===== src/rtl/dmag_pkg.sv =====
package dmag_pkg;

    localparam int WORD_W = 16;
    localparam int PAGE_W = 8;
    localparam int EXT_W  = 4;
    localparam int ADDR_W = WORD_W + PAGE_W + EXT_W;
    localparam int CNT_W  = 24;
    localparam int NCNT_W = WORD_W;
    localparam int UNIT8_W  = ADDR_W;
    localparam int UNIT16_W = ADDR_W - 1;

    typedef enum logic [1:0] {
        SEL_WORD  = 2'd0,
        SEL_PAGE  = 2'd1,
        SEL_EXT   = 2'd2,
        SEL_COUNT = 2'd3
    } dmag_sel_e;

    typedef struct packed {
        logic enh;
        logic w16;
        logic down;
        logic autoinit;
    } dmag_cfg_t;

    typedef struct packed {
        logic [EXT_W-1:0]  ext;
        logic [PAGE_W-1:0] page;
        logic [WORD_W-1:0] word;
    } dmag_addr_t;

    function automatic logic is_enh_channel(input int id);
        return (id == 3) || (id == 5) || (id == 6) || (id == 7);
    endfunction

    function automatic logic [ADDR_W-1:0] compose(input dmag_addr_t f, input logic w16);
        if (w16)
            return {f.ext, f.page[PAGE_W-1:1], f.word, 1'b0};
        return {f.ext, f.page, f.word};
    endfunction

    function automatic dmag_addr_t advance(input dmag_addr_t f, input logic enh,
                                           input logic w16, input logic down);
        dmag_addr_t r;
        logic [UNIT8_W-1:0]  u8;
        logic [UNIT16_W-1:0] u16;
        r = f;
        if (!enh) begin
            r.word = down ? f.word - 1'b1 : f.word + 1'b1;
        end else if (!w16) begin
            u8 = {f.ext, f.page, f.word};
            u8 = down ? u8 - 1'b1 : u8 + 1'b1;
            {r.ext, r.page, r.word} = u8;
        end else begin
            u16 = {f.ext, f.page[PAGE_W-1:1], f.word};
            u16 = down ? u16 - 1'b1 : u16 + 1'b1;
            {r.ext, r.page[PAGE_W-1:1], r.word} = u16;
        end
        return r;
    endfunction

endpackage


===== src/rtl/dmag_cfg_sample.sv =====
module dmag_cfg_sample
    import dmag_pkg::*;
#(
    parameter bit ENH_OK = 1'b1
) (
    input  logic      clk,
    input  logic      rst,
    input  logic      enh_i,
    input  logic      width16_i,
    input  logic      down_i,
    input  logic      autoinit_i,
    input  logic      wr_en_i,
    input  logic      step_i,
    input  logic      tc_hit_i,
    output dmag_cfg_t cfg_o,
    output logic      busy_o
);

    dmag_cfg_t req;
    dmag_cfg_t cfg_q;
    logic      busy_q;

    generate
        if (ENH_OK) begin : g_full
            assign req.enh = enh_i;
            assign req.w16 = width16_i;
        end else begin : g_fixed
            assign req.enh = 1'b0;
            assign req.w16 = 1'b0;
        end
    endgenerate

    assign req.down     = down_i;
    assign req.autoinit = autoinit_i;

    always_ff @(posedge clk) begin
        if (rst)
            busy_q <= 1'b0;
        else if (wr_en_i)
            busy_q <= 1'b0;
        else if (step_i)
            busy_q <= !tc_hit_i;
    end

    always_ff @(posedge clk) begin
        if (rst)
            cfg_q <= '0;
        else if (!busy_q)
            cfg_q <= req;
    end

    assign cfg_o  = cfg_q;
    assign busy_o = busy_q;

endmodule


===== src/rtl/dmag_addr_path.sv =====
module dmag_addr_path
    import dmag_pkg::*;
(
    input  logic              clk,
    input  logic              rst,
    input  logic              wr_en_i,
    input  dmag_sel_e         wr_sel_i,
    input  logic [WORD_W-1:0] wr_data_i,
    input  logic              step_go_i,
    input  logic              reload_i,
    input  logic              enh_i,
    input  logic              w16_i,
    input  logic              down_i,
    output logic [ADDR_W-1:0] addr_o
);

    dmag_addr_t base_q;
    dmag_addr_t cur_q;
    dmag_addr_t stepped;

    assign stepped = advance(cur_q, enh_i, w16_i, down_i);

    always_ff @(posedge clk) begin
        if (rst) begin
            base_q <= '0;
            cur_q  <= '0;
        end else if (wr_en_i) begin
            case (wr_sel_i)
                SEL_WORD: begin
                    base_q.word <= wr_data_i;
                    cur_q.word  <= wr_data_i;
                end
                SEL_PAGE: begin
                    base_q.page <= wr_data_i[PAGE_W-1:0];
                    cur_q.page  <= wr_data_i[PAGE_W-1:0];
                end
                SEL_EXT: begin
                    base_q.ext <= wr_data_i[EXT_W-1:0];
                    cur_q.ext  <= wr_data_i[EXT_W-1:0];
                end
                default: ;
            endcase
        end else if (step_go_i) begin
            cur_q <= reload_i ? base_q : stepped;
        end
    end

    assign addr_o = compose(cur_q, w16_i);

endmodule


===== src/rtl/dmag_count_path.sv =====
module dmag_count_path
    import dmag_pkg::*;
(
    input  logic             clk,
    input  logic             rst,
    input  logic             load_i,
    input  logic [CNT_W-1:0] load_val_i,
    input  logic             step_go_i,
    input  logic             enh_i,
    input  logic             autoinit_i,
    output logic [CNT_W-1:0] count_o,
    output logic             zero_o
);

    localparam int HI_W = CNT_W - NCNT_W;

    logic [CNT_W-1:0] base_q;
    logic [CNT_W-1:0] cur_q;
    logic [CNT_W-1:0] dec_val;

    assign zero_o = enh_i ? (cur_q == '0) : (cur_q[NCNT_W-1:0] == '0);

    always_comb begin
        if (enh_i)
            dec_val = cur_q - 1'b1;
        else
            dec_val = {cur_q[CNT_W-1:NCNT_W], cur_q[NCNT_W-1:0] - 1'b1};
    end

    always_ff @(posedge clk) begin
        if (rst) begin
            base_q <= '0;
            cur_q  <= '0;
        end else if (load_i) begin
            base_q <= load_val_i;
            cur_q  <= load_val_i;
        end else if (step_go_i) begin
            cur_q <= (zero_o && autoinit_i) ? base_q : dec_val;
        end
    end

    assign count_o = enh_i ? cur_q : {{HI_W{1'b0}}, cur_q[NCNT_W-1:0]};

endmodule


===== src/rtl/dmag_channel.sv =====
module dmag_channel
    import dmag_pkg::*;
#(
    parameter int CHAN_ID = 5
) (
    input  logic              clk,
    input  logic              rst,
    input  logic              wr_en_i,
    input  logic [1:0]        wr_sel_i,
    input  logic [CNT_W-1:0]  wr_data_i,
    input  logic              step_i,
    input  logic              enh_i,
    input  logic              width16_i,
    input  logic              down_i,
    input  logic              autoinit_i,
    output logic [ADDR_W-1:0] addr_o,
    output logic [CNT_W-1:0]  count_o,
    output logic              tc_o
);

    localparam bit ENH_OK = is_enh_channel(CHAN_ID);

    dmag_cfg_t cfg_q;
    dmag_sel_e sel;
    logic      busy_q;
    logic      cnt_zero;
    logic      step_go;
    logic      tc_hit;
    logic      reload;
    logic      cnt_load;
    logic      tc_q;

    assign sel      = dmag_sel_e'(wr_sel_i);
    assign step_go  = step_i && !wr_en_i;
    assign tc_hit   = step_go && cnt_zero;
    assign reload   = tc_hit && cfg_q.autoinit;
    assign cnt_load = wr_en_i && (sel == SEL_COUNT);

    dmag_cfg_sample #(.ENH_OK(ENH_OK)) u_cfg (
        .clk        (clk),
        .rst        (rst),
        .enh_i      (enh_i),
        .width16_i  (width16_i),
        .down_i     (down_i),
        .autoinit_i (autoinit_i),
        .wr_en_i    (wr_en_i),
        .step_i     (step_i),
        .tc_hit_i   (tc_hit),
        .cfg_o      (cfg_q),
        .busy_o     (busy_q)
    );

    dmag_addr_path u_addr (
        .clk       (clk),
        .rst       (rst),
        .wr_en_i   (wr_en_i),
        .wr_sel_i  (sel),
        .wr_data_i (wr_data_i[WORD_W-1:0]),
        .step_go_i (step_go),
        .reload_i  (reload),
        .enh_i     (cfg_q.enh),
        .w16_i     (cfg_q.w16),
        .down_i    (cfg_q.down),
        .addr_o    (addr_o)
    );

    dmag_count_path u_cnt (
        .clk        (clk),
        .rst        (rst),
        .load_i     (cnt_load),
        .load_val_i (wr_data_i),
        .step_go_i  (step_go),
        .enh_i      (cfg_q.enh),
        .autoinit_i (cfg_q.autoinit),
        .count_o    (count_o),
        .zero_o     (cnt_zero)
    );

    always_ff @(posedge clk) begin
        if (rst)
            tc_q <= 1'b0;
        else
            tc_q <= tc_hit;
    end

    assign tc_o = tc_q;

endmodule


===== config.mk =====
export PLATFORM = sky130hd
export DESIGN_NAME = dmag_channel
export DESIGN_NICKNAME = d
export VERILOG_FILES = /design/src/rtl/dmag_pkg.sv /design/src/rtl/dmag_cfg_sample.sv /design/src/rtl/dmag_addr_path.sv /design/src/rtl/dmag_count_path.sv /design/src/rtl/dmag_channel.sv
export SDC_FILE = /design/constraint.sdc
export NUM_CORES = 1
export LEC_CHECK = 0
export BUFFER_PORTS_ARGS = -buffer_cell sky130_fd_sc_hd__buf_2
export CAP_MARGIN = 20
export CORE_MARGIN = 3
export CORE_UTILIZATION = 54
export DETAILED_ROUTE_END_ITERATION = 12
export GPL_TIMING_DRIVEN = 0
export PLACE_DENSITY = 0.78
export SETUP_SLACK_MARGIN = 0.4
export SLEW_MARGIN = 20
export SYNTH_ARGS = -nofsm -noshare
export SYNTH_HDL_FRONTEND = slang
export SYNTH_HIERARCHICAL = 1
export SYNTH_SLANG_ARGS = --single-unit

===== constraint.sdc =====
create_clock -name clk -period 3.1 [get_ports clk]
set_input_delay 0.775 -clock clk [delete_from_list [all_inputs] [get_ports clk]]
set_output_delay 0.775 -clock clk [all_outputs]
set_load 0.05 [all_outputs]

==> results.cfg <==
[critical_path]
crit_top_cell = buf_4
critPathSlowestCell = or4b_4
critPathMaxFanout = 10
endpoint_kind = register
cp-start-kind = register
crit_arrival_ns = 3.15
worstPathRequired_ns = 3.31
cpPeakStageDelay_ns = 0.51
critPathKind = reg2reg
crit_chain = inv_2 -> ha_4 -> or4b_4 -> nor3_4 -> nand2_2 -> nor2_4 -> and4b_2 -> buf_4 -> buf_4 -> o21ai_0 -> o211ai_1 -> a21oi_1

[sta]
clock_skew_ns = 0.009464
worst_slack_ns = 0.1627
maxSlewViolCount = 0
hold_viol = 0
period_needed_ns = 2.937
rsz0062_at_grt = true
fin_crit_sh_pct = 94.75
relSlewSlack_pct = 50.02
worst_pin_slew_ns = 0.7440
max_freq_ghz = 0.3404
setup_viol = 0

[outcome]
status = finished, final reports clean

[placed_design]
post-place-ws_ns = -0.2396
io_buffers = 86
postPlaceCellArea_sq_um = 8112
dp_cells = 1203
gp_congestion = 0.9678
dpl.hpwl_microns = 17430

[synthesis]
ys.flop_type = dfxtp_1
synth_top_cell_by_area = dfxtp_1
synth_area_leaders = dfxtp_1 (30%), a21oi_1 (6.6%), nand2_1 (5.9%)
synth_seq_cells = 110
async_flop_share_pct = 0
synth-edff-count = 0
netlist_area_sq_um = 7417
yosysUniqueCellTypes = 88
synth.yosys.seq_area_share_pct = 29.69
synth.top_cell.area_share_pct = 29.69
yosysWarningCount = 6
synthCells = 941
avgSynthCellArea_sq_um = 7.882
syn_nets = 1003

[clocking]
clkTransAtPathRegs_ns = 0.08
cts_buffers = 9
ctsHtreeMaxLevel = 3
postCtsHoldBufs = 0
cts_buffer_depth = 2
insertion_delay_ns = 0.36
clockRootBuffer = clkbuf_16
cts_tree = yes
cts_num_sinks = 110

[floorplan]
design.core.area_sq_um = 13350
io_pins = 87
die_w_microns = 123.2
die-height_microns = 123.2
die_area_sq_um = 15180
start_util_pct = 55.57
rows = 42

[routing]
detail-route-antenna-nets = 0
via_per_inst = 6.293
wire_per_inst_microns = 19.74
drc = 0
first_pass_iters = 5
dr.first_iter.drc_count = 1026
routed_wl_microns = 24700
vias = 7873

[power_and_ir_drop]
leakagePower_nw = 3.773
total_power_w = 0.004043
power.density_nw_per_um2 = 451.5
ir_drop_mv = 0.4642

[layout]
nets = 1132
diodes = 0
layoutNonFillerInstCount = 1251
drive_above_1_share_pct = 27.26
area_growth_pct = 20.73
multiInputGateArea_sq_um = 4943
layout_commonest_cell = nand2_1
fillCellCount = 1194
fin_area_sq_um = 8955
regArea_sq_um = 2220
layout_common_cells = nand2_1 (115), dfxtp_1 (102), a21oi_1 (93)

[global_route]
grt_first_pass_wirelength_microns = 37670
gr-total-overflow = 0
antenna_found_initial = 0
grt_pass1_vias = 7054
grt_max_degree = 20
gr-usage-all-layers_pct = 32.04

[run]
drv_cap = 0

[hold_path]
hold_class = reg2reg
-- per-layer routing --
layer  share of wire [%]  track usage, %  wire, microns
met5                   0               0              0
met4                 4.3           12.46           1051
met3                  10           6.908           2540
met2                  44           48.86          10950
met1                  41           44.33          10160
-- worst max-delay path: cells and delay by family (launching register included) --
kind,cells,cell delay (ns)
AND/OR/NAND/NOR,5,1.34
AO/OA/AOI/OAI,3,0.49
buffers and inverters,3,0.48
flip-flops,1,0.35
adder cells (fa/ha/maj),1,0.13
-- power breakdown --
| group | switching (W) | internal, W |
|---|---|---|
| sequential | 0.0000919 | 0.00149 |
| combinational | 0.000797 | 0.000476 |
| clock | 0.000579 | 0.000609 |
-- kinds of logic (layout without fill, tap and decap cells) --
family	count (synthesis)	after routing	synth area share, %
flops	110	110	29.69
simple gates	342	342	22.52
xor+xnor	21	21	2.480
fa+ha+maj	28	28	4.825
buf+inv	102	236	7.304
compound gates	283	283	25.51
mux	55	55	7.675
-- registers in the layout, summed over array words and instances (netlist names) --
signal / count
u_cnt/cur_q: 24
u_addr/base_q: 28
tc_o: 1
u_cnt/base_q: 24
u_cfg/cfg_o: 4
u_cfg/busy_o: 1
u_addr/cur_q: 28
-- final cells by class --
type / count / area share (%)
buffer: 81 / 5.519
clock buffer: 11 / 2.822
clock inverter: 5 / 0.5449
inverter: 21 / 0.9641
multi-input combinational: 729 / 55.20
sequential: 110 / 24.79
tap: 176 / 2.459
timing repair buffer: 118 / 7.699
-- worst paths after layout --
path,startpoint,endpoint,slack [ns],depth (start not counted)
min,u_addr/base_q[15]$_SDFFE_PP0P_,u_addr/base_q[15]$_SDFFE_PP0P_,0.46,2
max reg2reg,u_cnt/cur_q[0]$_SDFFE_PP0P_,u_addr/cur_q[5]$_SDFFE_PP0P_,0.16,12
min reg2reg,u_addr/base_q[15]$_SDFFE_PP0P_,u_addr/base_q[15]$_SDFFE_PP0P_,0.46,2
max,u_cnt/cur_q[0]$_SDFFE_PP0P_,u_addr/cur_q[5]$_SDFFE_PP0P_,0.16,12
-- through the flow --
step | util (%) | hold slack (ns) | TNS, ns
2_1_floorplan | - | 0.4312 | 0
3_3_place_gp | 60.77 | 0.4404 | -3.195
3_5_place_dp | 60.77 | 0.4482 | -3.755
4_1_cts | 65.39 | 0.4586 | 0
5_1_grt | 67.09 | 0.4785 | 0
6_report | 67.09 | 0.4582 | 0
-- repair_timing --
action | 4_1_cts | 5_1_grt
setup endpoints to repair | 63 | 53
resized for setup | 48 | 42
pin swaps | 20 | 19
buffers inserted | 19 | 13
gates cloned | 0 | 0
-- cells in the mapped netlist (5+ instances only) --
library cell	number
a21oi_1	98
clkbuf_1	33
a31oi_1	16
a211oi_1	8
nand2b_1	10
mux2_2	15
xor2_1	10
ha_1	27
nand3_1	27
o21ai_0	43
mux2i_1	40
a311oi_1	7
o21a_1	9
o22ai_1	6
o31ai_1	8
and2_1	15
buf_1	8
or3_1	12
and3_1	5
buf_4	28
nor2_1	94
buf_2	5
dfxtp_1	110
nand2_1	117
o211ai_1	26
nand3b_1	7
nor3_1	17
a21o_1	9
xnor2_1	11
inv_1	19
No activity file was read; power rests on OpenSTA's default activity.
